<file path="config.mk">
export PLATFORM = sky130hd
export DESIGN_NAME = lru4_part_sel
export DESIGN_NICKNAME = d
export VERILOG_FILES = /design/src/rtl/lru4_pkg.sv /design/src/rtl/lru4_rst_sync.sv /design/src/rtl/lru4_victim_pick.sv /design/src/rtl/lru4_age_upd.sv /design/src/rtl/lru4_part_sel.sv
export SDC_FILE = /design/constraint.sdc
export NUM_CORES = 1
export LEC_CHECK = 0
export CAP_MARGIN = 20
export CORE_ASPECT_RATIO = 1.75
export CORE_MARGIN = 4
export CORE_UTILIZATION = 35
export CTS_CLUSTER_DIAMETER = 40
export DETAILED_ROUTE_END_ITERATION = 12
export HOLD_SLACK_MARGIN = 0.06
export PLACE_DENSITY = 0.64
export SLEW_MARGIN = 20
export SYNTH_ARGS = -nofsm -noshare
export SYNTH_HDL_FRONTEND = slang
export SYNTH_SLANG_ARGS = --single-unit
</file>
<file path="constraint.sdc">
create_clock -name clk -period 14.9 [get_ports clk]
set_input_delay 2.98 -clock clk [delete_from_list [all_inputs] [get_ports clk]]
set_output_delay 2.98 -clock clk [all_outputs]
set_load 0.1 [all_outputs]
</file>
<file path="src/rtl/lru4_pkg.sv">
package lru4_pkg;
  localparam int WAYS   = 4;
  localparam int WAY_W  = $clog2(WAYS);
  localparam int AGE_W  = WAY_W;
  localparam int MODE_W = 3;

  localparam logic [MODE_W-1:0] MODE_FLAT    = 3'b000;
  localparam logic [MODE_W-1:0] MODE_SPLIT22 = 3'b010;
  localparam logic [MODE_W-1:0] MODE_SPLIT31 = 3'b011;

  typedef logic [WAYS-1:0]            way_mask_t;
  typedef logic [WAYS-1:0][AGE_W-1:0] age_vec_t;

  function automatic logic mode_reserved(input logic [MODE_W-1:0] m);
    return (m != MODE_FLAT) && (m != MODE_SPLIT22) && (m != MODE_SPLIT31);
  endfunction

  function automatic logic [MODE_W-1:0] mode_eff(input logic [MODE_W-1:0] m);
    return mode_reserved(m) ? MODE_FLAT : m;
  endfunction

  // number of low-index ways owned by instruction fetches
  function automatic int ifetch_ways(input logic [MODE_W-1:0] em);
    if (em == MODE_SPLIT22) return 2;
    if (em == MODE_SPLIT31) return 3;
    return WAYS;
  endfunction

  function automatic logic in_data_part(input logic [MODE_W-1:0] em, input int w);
    if (em == MODE_FLAT) return 1'b0;
    return (w >= ifetch_ways(em));
  endfunction

  function automatic way_mask_t elig_mask(input logic [MODE_W-1:0] em, input logic is_data);
    way_mask_t m;
    for (int w = 0; w < WAYS; w++)
      m[w] = (em == MODE_FLAT) ? 1'b1 : (in_data_part(em, w) == is_data);
    return m;
  endfunction

  // way-index order: lowest index of a group is oldest
  function automatic logic [AGE_W-1:0] init_age(input logic [MODE_W-1:0] em, input int w);
    int hi;
    if (em == MODE_FLAT) hi = WAYS - 1;
    else hi = (w < ifetch_ways(em)) ? ifetch_ways(em) - 1 : WAYS - 1;
    return AGE_W'(hi - w);
  endfunction
endpackage

</file>
<file path="src/rtl/lru4_rst_sync.sv">
module lru4_rst_sync #(
  parameter int STAGES = 2
) (
  input  logic clk,
  input  logic arst_n,
  output logic srst_n
);
  logic [STAGES-1:0] shreg;

  always_ff @(posedge clk or negedge arst_n) begin
    if (!arst_n) shreg <= '0;
    else         shreg <= {shreg[STAGES-2:0], 1'b1};
  end

  assign srst_n = shreg[STAGES-1];
endmodule

</file>
<file path="src/rtl/lru4_victim_pick.sv">
module lru4_victim_pick
  import lru4_pkg::*;
(
  input  way_mask_t        elig,
  input  way_mask_t        lock,
  input  way_mask_t        valid,
  input  age_vec_t         age,
  input  logic             alloc_en,
  output logic [WAY_W-1:0] victim_way,
  output logic             victim_vld
);
  way_mask_t        cand;
  way_mask_t        free;
  logic             free_found;
  logic             old_found;
  logic [WAY_W-1:0] free_way;
  logic [WAY_W-1:0] old_way;
  logic [AGE_W-1:0] old_age;

  assign cand = elig & ~lock;
  assign free = cand & ~valid;

  // lowest-index invalid candidate
  always_comb begin
    free_found = 1'b0;
    free_way   = '0;
    for (int w = 0; w < WAYS; w++) begin
      if (free[w] && !free_found) begin
        free_found = 1'b1;
        free_way   = WAY_W'(w);
      end
    end
  end

  // oldest candidate, ties to lowest index
  always_comb begin
    old_found = 1'b0;
    old_way   = '0;
    old_age   = '0;
    for (int w = 0; w < WAYS; w++) begin
      if (cand[w] && (!old_found || age[w] > old_age)) begin
        old_found = 1'b1;
        old_way   = WAY_W'(w);
        old_age   = age[w];
      end
    end
  end

  assign victim_way = free_found ? free_way : old_way;
  assign victim_vld = alloc_en && (|cand);
endmodule

</file>
<file path="src/rtl/lru4_age_upd.sv">
module lru4_age_upd
  import lru4_pkg::*;
(
  input  logic [MODE_W-1:0] mode,
  input  age_vec_t          age_cur,
  input  logic              touch,
  input  logic [WAY_W-1:0]  touch_way,
  output age_vec_t          age_nxt
);
  logic [AGE_W-1:0] touch_age;
  logic             touch_side;

  assign touch_age  = age_cur[touch_way];
  assign touch_side = in_data_part(mode, int'(touch_way));

  always_comb begin
    age_nxt = age_cur;
    if (touch) begin
      for (int w = 0; w < WAYS; w++) begin
        if (WAY_W'(w) == touch_way)
          age_nxt[w] = '0;
        else if ((in_data_part(mode, w) == touch_side) && (age_cur[w] < touch_age))
          age_nxt[w] = age_cur[w] + AGE_W'(1);
      end
    end
  end
endmodule

</file>
<file path="src/rtl/lru4_part_sel.sv">
module lru4_part_sel
  import lru4_pkg::*;
#(
  parameter int SYNC_STAGES = 2
) (
  input  logic              clk,
  input  logic              rst_n,
  input  logic [MODE_W-1:0] mode_i,
  input  logic              ifetch_alloc_en_i,
  input  logic              data_alloc_en_i,
  input  logic              acc_vld_i,
  input  logic              acc_data_i,
  input  logic              acc_hit_i,
  input  logic [WAY_W-1:0]  hit_way_i,
  input  logic [WAYS-1:0]   lock_i,
  input  logic [WAYS-1:0]   inval_i,
  output logic [WAY_W-1:0]  victim_way_o,
  output logic              victim_vld_o,
  output logic [WAYS-1:0]   valid_o,
  output logic              mode_err_o
);
  logic              rst_s_n;
  logic [MODE_W-1:0] em;
  logic [MODE_W-1:0] mode_q;
  logic              mode_chg;
  age_vec_t          age_q;
  age_vec_t          age_base;
  age_vec_t          age_rst;
  age_vec_t          age_nxt;
  way_mask_t         valid_q;
  way_mask_t         valid_nxt;
  way_mask_t         elig;
  way_mask_t         fill_mask;
  logic              err_q;
  logic              alloc_en;
  logic              fill;
  logic              touch;
  logic [WAY_W-1:0]  touch_way;
  logic              age_en;
  logic              valid_en;
  logic              err_set;

  lru4_rst_sync #(.STAGES(SYNC_STAGES)) u_rst (
    .clk    (clk),
    .arst_n (rst_n),
    .srst_n (rst_s_n)
  );

  assign em       = mode_eff(mode_i);
  assign mode_chg = (em != mode_q);

  // recency seen this cycle: fresh order on a mode change
  for (genvar g = 0; g < WAYS; g++) begin : g_age
    assign age_rst[g]  = init_age(MODE_FLAT, g);
    assign age_base[g] = mode_chg ? init_age(em, g) : age_q[g];
  end

  assign alloc_en = acc_data_i ? data_alloc_en_i : ifetch_alloc_en_i;
  assign elig     = elig_mask(em, acc_data_i);

  lru4_victim_pick u_pick (
    .elig       (elig),
    .lock       (lock_i),
    .valid      (valid_q),
    .age        (age_base),
    .alloc_en   (alloc_en),
    .victim_way (victim_way_o),
    .victim_vld (victim_vld_o)
  );

  assign fill      = acc_vld_i && !acc_hit_i && victim_vld_o;
  assign touch     = acc_vld_i && (acc_hit_i || victim_vld_o);
  assign touch_way = acc_hit_i ? hit_way_i : victim_way_o;

  lru4_age_upd u_age (
    .mode      (em),
    .age_cur   (age_base),
    .touch     (touch),
    .touch_way (touch_way),
    .age_nxt   (age_nxt)
  );

  assign fill_mask = fill ? (way_mask_t'(1) << victim_way_o) : '0;
  assign valid_nxt = (valid_q | fill_mask) & ~inval_i;

  assign age_en   = touch || mode_chg;
  assign valid_en = fill || (|inval_i);
  assign err_set  = mode_reserved(mode_i);

  always_ff @(posedge clk or negedge rst_s_n) begin
    if (!rst_s_n) begin
      mode_q  <= MODE_FLAT;
      age_q   <= age_rst;
      valid_q <= '0;
      err_q   <= 1'b0;
    end else begin
      if (mode_chg) mode_q  <= em;
      if (age_en)   age_q   <= age_nxt;
      if (valid_en) valid_q <= valid_nxt;
      if (err_set)  err_q   <= 1'b1;
    end
  end

  assign valid_o    = valid_q;
  assign mode_err_o = err_q;
endmodule

</file>
==> impl_metrics.env <==
export IMPL_run_status="finished, final reports clean"
export IMPL_dieWidth_um=61.7
export IMPL_yosys_warnings=0
export IMPL_multi_input_area_um2=1220
export IMPL_slew_violations=0
export IMPL_port_buffers=27
export IMPL_routed_wl_um=5010
export IMPL_crit_path_top_delay_cell="clkdlybuf4s50_1"
export IMPL_core_area_um2=4930
export IMPL_ff_latch_area_um2=455
export IMPL_io_pins=28
export IMPL_fin_skew_ns=0.0135
export IMPL_remaining_drc_errors=0
export IMPL_wl_met1_um=1790
export IMPL_synth_most_common_cell="nand2_1"
export IMPL_place_gp_congestion=0.939
export IMPL_cts_buffers=3
export IMPL_rows=34
export IMPL_wl_met2_um=2690
export IMPL_met3_length_um=246
export IMPL_syn_inst=221
export IMPL_hold_path_class="reg2async"
export IMPL_grt_max_degree=17
export IMPL_critical_path_class="in2out"
export IMPL_synth_area_per_cell_um2=7.99
export IMPL_dominantRegCellSynth="dfrtp_1"
export IMPL_cts_max_level=1
export IMPL_hold_ws_ns=0.279
export IMPL_critPathMaxFanout=15
export IMPL_gr_usage_all_layers_pct=17.1
export IMPL_clock_latency_ns=0.27
export IMPL_die_area_um2=6290
export IMPL_powerDensity_nw_per_um2=87.6
export IMPL_cts_tree="yes"
export IMPL_start_kind="primary input"
export IMPL_grt_antenna_before_repair=0
export IMPL_grt_ovfl_total=0
export IMPL_fin_ws_ns=2.11
export IMPL_finalSetupTns_ns=0
export IMPL_grt_pass1_vias=1772
export IMPL_nNetsFinal=280
export IMPL_fmax_mhz=78.2
export IMPL_maxSlewHeadroom_pct=34.2
export IMPL_slowest_delay_ns=0.98
export IMPL_cp_end_kind="output pin"
export IMPL_topRoutingLayerUsed="met4"
export IMPL_rsz0062_at_grt="no"
export IMPL_synthesis_nets=254
export IMPL_cts_resized=0
export IMPL_clkSinkCount=18
export IMPL_finalCriticalPeriod_ns=12.79
export IMPL_routedWlPerCell_um=16.7
export IMPL_start_util_pct=35.8
export IMPL_netlist_area_um2=1770
export IMPL_fillerInstances=497
export IMPL_yosysSeqAreaShare_pct=25.8
export IMPL_tightest_slew_ns=0.984
export IMPL_hpwl_um=4060
export IMPL_fin_crit_sh_pct=85.9
export IMPL_clk_pin_slew_ns=0.09
export IMPL_synth_common_cells="nand2_1 (27), nor2_1 (23), a21oi_1 (16)"
export IMPL_vias=1713
export IMPL_yosys_area_top_type="dfrtp_1"
export IMPL_synth_top_cell_area_share_pct=19.8
export IMPL_drt_iter0_drc=43
export IMPL_hold_viol_final=0
export IMPL_drive_gt1_share_pct=11.4
export IMPL_critical_path_top_delay_family="compound AO/OA/AOI/OAI gates"
export IMPL_path_buf_inv=4
export IMPL_postRouteAntennaNets=0
export IMPL_cts_root_buf="clkbuf_8"
export IMPL_die_y_um=102
export IMPL_antennaDiodeCount=0
export IMPL_ir_drop_uv=60.1
export IMPL_dp_slack_ns=2.19
export IMPL_synth_seq_cells=18
export IMPL_grt_pass1_wl_um=8050
export IMPL_routed_via_density=5.71
export IMPL_synth_edf_count=0
export IMPL_drt_pass1_iterations=4
export IMPL_cp_required_ns=11.92
export IMPL_p_leak_nw=0.895
export IMPL_syn_to_final_growth_pct=20.0
export IMPL_setup_viol=0
export IMPL_cts_setup_buffers=0
export IMPL_cts_buffer_depth=2
export IMPL_async_flop_share_pct=100
export IMPL_synth_area_leaders="dfrtp_1 (20%), ha_1 (9.2%), dfstp_2 (5.9%), nand2_1 (5.7%), nor2_1 (4.9%)"
export IMPL_maxCapViolCount=0
export IMPL_synth_distinct_cells=67
export IMPL_postCtsHoldBufs=0
export IMPL_arrival_ns=9.81
==> placed cells by master, fill, tap and decap left out, types with 2 or more instances in the layout <==
| cell | count |
|---|---|
| and3_1 | 2 |
| nor2b_1 | 4 |
| mux2_2 | 3 |
| nor3b_1 | 2 |
| mux2i_1 | 3 |
| o21a_1 | 3 |
| dfrtp_1 | 14 |
| a21o_1 | 2 |
| o32ai_1 | 2 |
| o21ai_0 | 11 |
| nand2b_1 | 2 |
| clkdlybuf4s50_1 | 27 |
| a21boi_1 | 3 |
| nand3b_1 | 3 |
| a21oi_1 | 16 |
| nor2_1 | 23 |
| a21oi_2 | 2 |
| and2_1 | 3 |
| dfstp_2 | 4 |
| a31oi_1 | 3 |
| ha_1 | 13 |
| xnor2_1 | 3 |
| inv_2 | 3 |
| conb_1 | 2 |
| clkbuf_8 | 4 |
| o22a_1 | 2 |
| a22oi_1 | 3 |
| nand3_1 | 4 |
| nand2_1 | 27 |
| o41ai_1 | 2 |
| nor3_1 | 3 |
| inv_1 | 11 |
| o21ai_1 | 5 |
==> layer usage <==
metal | up-vias | track usage (%)
li1 | 849 | -
met1 | 774 | 17.7
met2 | 66 | 29.9
met3 | 24 | 3.03
met4 | 0 | 10.9
met5 | - | 0
==> final cells by class <==
class / count / share of cell area, %
Inverter: 14 / 2.48
Sequential cell: 18 / 21.5
Clock buffer: 4 / 2.60
Tap cell: 54 / 3.19
Timing Repair Buffer: 27 / 12.8
Multi-Input combinational cell: 183 / 57.5
==> worst register-to-register path: cells and delay by family (launching register included) <==
kind	cells	cell delay (ns)
flip-flops	1	0.38
adder cells (fa/ha/maj)	4	1.17
buffers and inverters	2	0.18
AO/OA/AOI/OAI	11	2.48
AND/OR/NAND/NOR	10	2.02
multiplexers	3	1.19
==> power by group <==
| group | leakage (nW) | switching [mW] | internal, mW |
|---|---|---|---|
| registers | 0.221 | 0.00508 | 0.0557 |
| logic | 0.646 | 0.0493 | 0.0322 |
| clock network | 0.0288 | 0.0198 | 0.0236 |
| total | 0.895 | 0.0742 | 0.111 |
==> path summary, 6_finish.rpt <==
check	from	endpoint	slack, ns	depth (start not counted)
hold reg to reg	u_rst.shreg[1]	age_q[5]	0.28	0
hold / removal	u_rst.shreg[1]	age_q[5]	0.28	0
setup reg to reg	mode_q[1]	age_q[2]	7.39	30
max in group asynchronous	rst_n	u_rst.shreg[1]	11.91	1
setup / recovery	mode_i[1]	victim_way_o[1]	2.11	25
min in group clk	u_rst.shreg[0]	u_rst.shreg[1]	0.36	0
==> cells by family (layout without fill, tap and decap cells) <==
family	Yosys count	count (layout)	synth area share (%)
XOR/XNOR	3	3	1.49
flip-flops	18	18	25.8
other	2	2	0.425
multiplexers	6	6	3.61
AND/OR/NAND/NOR	88	88	25.9
buffers and inverters	20	45	5.24
AO/OA/AOI/OAI	71	71	28.3
adder cells (fa/ha/maj)	13	13	9.21
==> sequential cells by signal, summed over array words and instances, names as in the netlist <==
signal       count
mode_err_o       1
valid_o          4
mode_q           3
u_rst.shreg      2
age_q            8
==> stage by stage <==
step                      area (µm²)  utilization (%)  instances  power [mW]
after detailed placement        2060             41.8        296       0.142
after global placement          2060             41.8        296       0.142
after CTS                       2120             43.0        300       0.186
final                           2120             43.0        300       0.186
after global routing            2120             43.0        300       0.198
after floorplan                 1770                -        221       0.120
No activity file was read; power rests on OpenSTA's default activity.
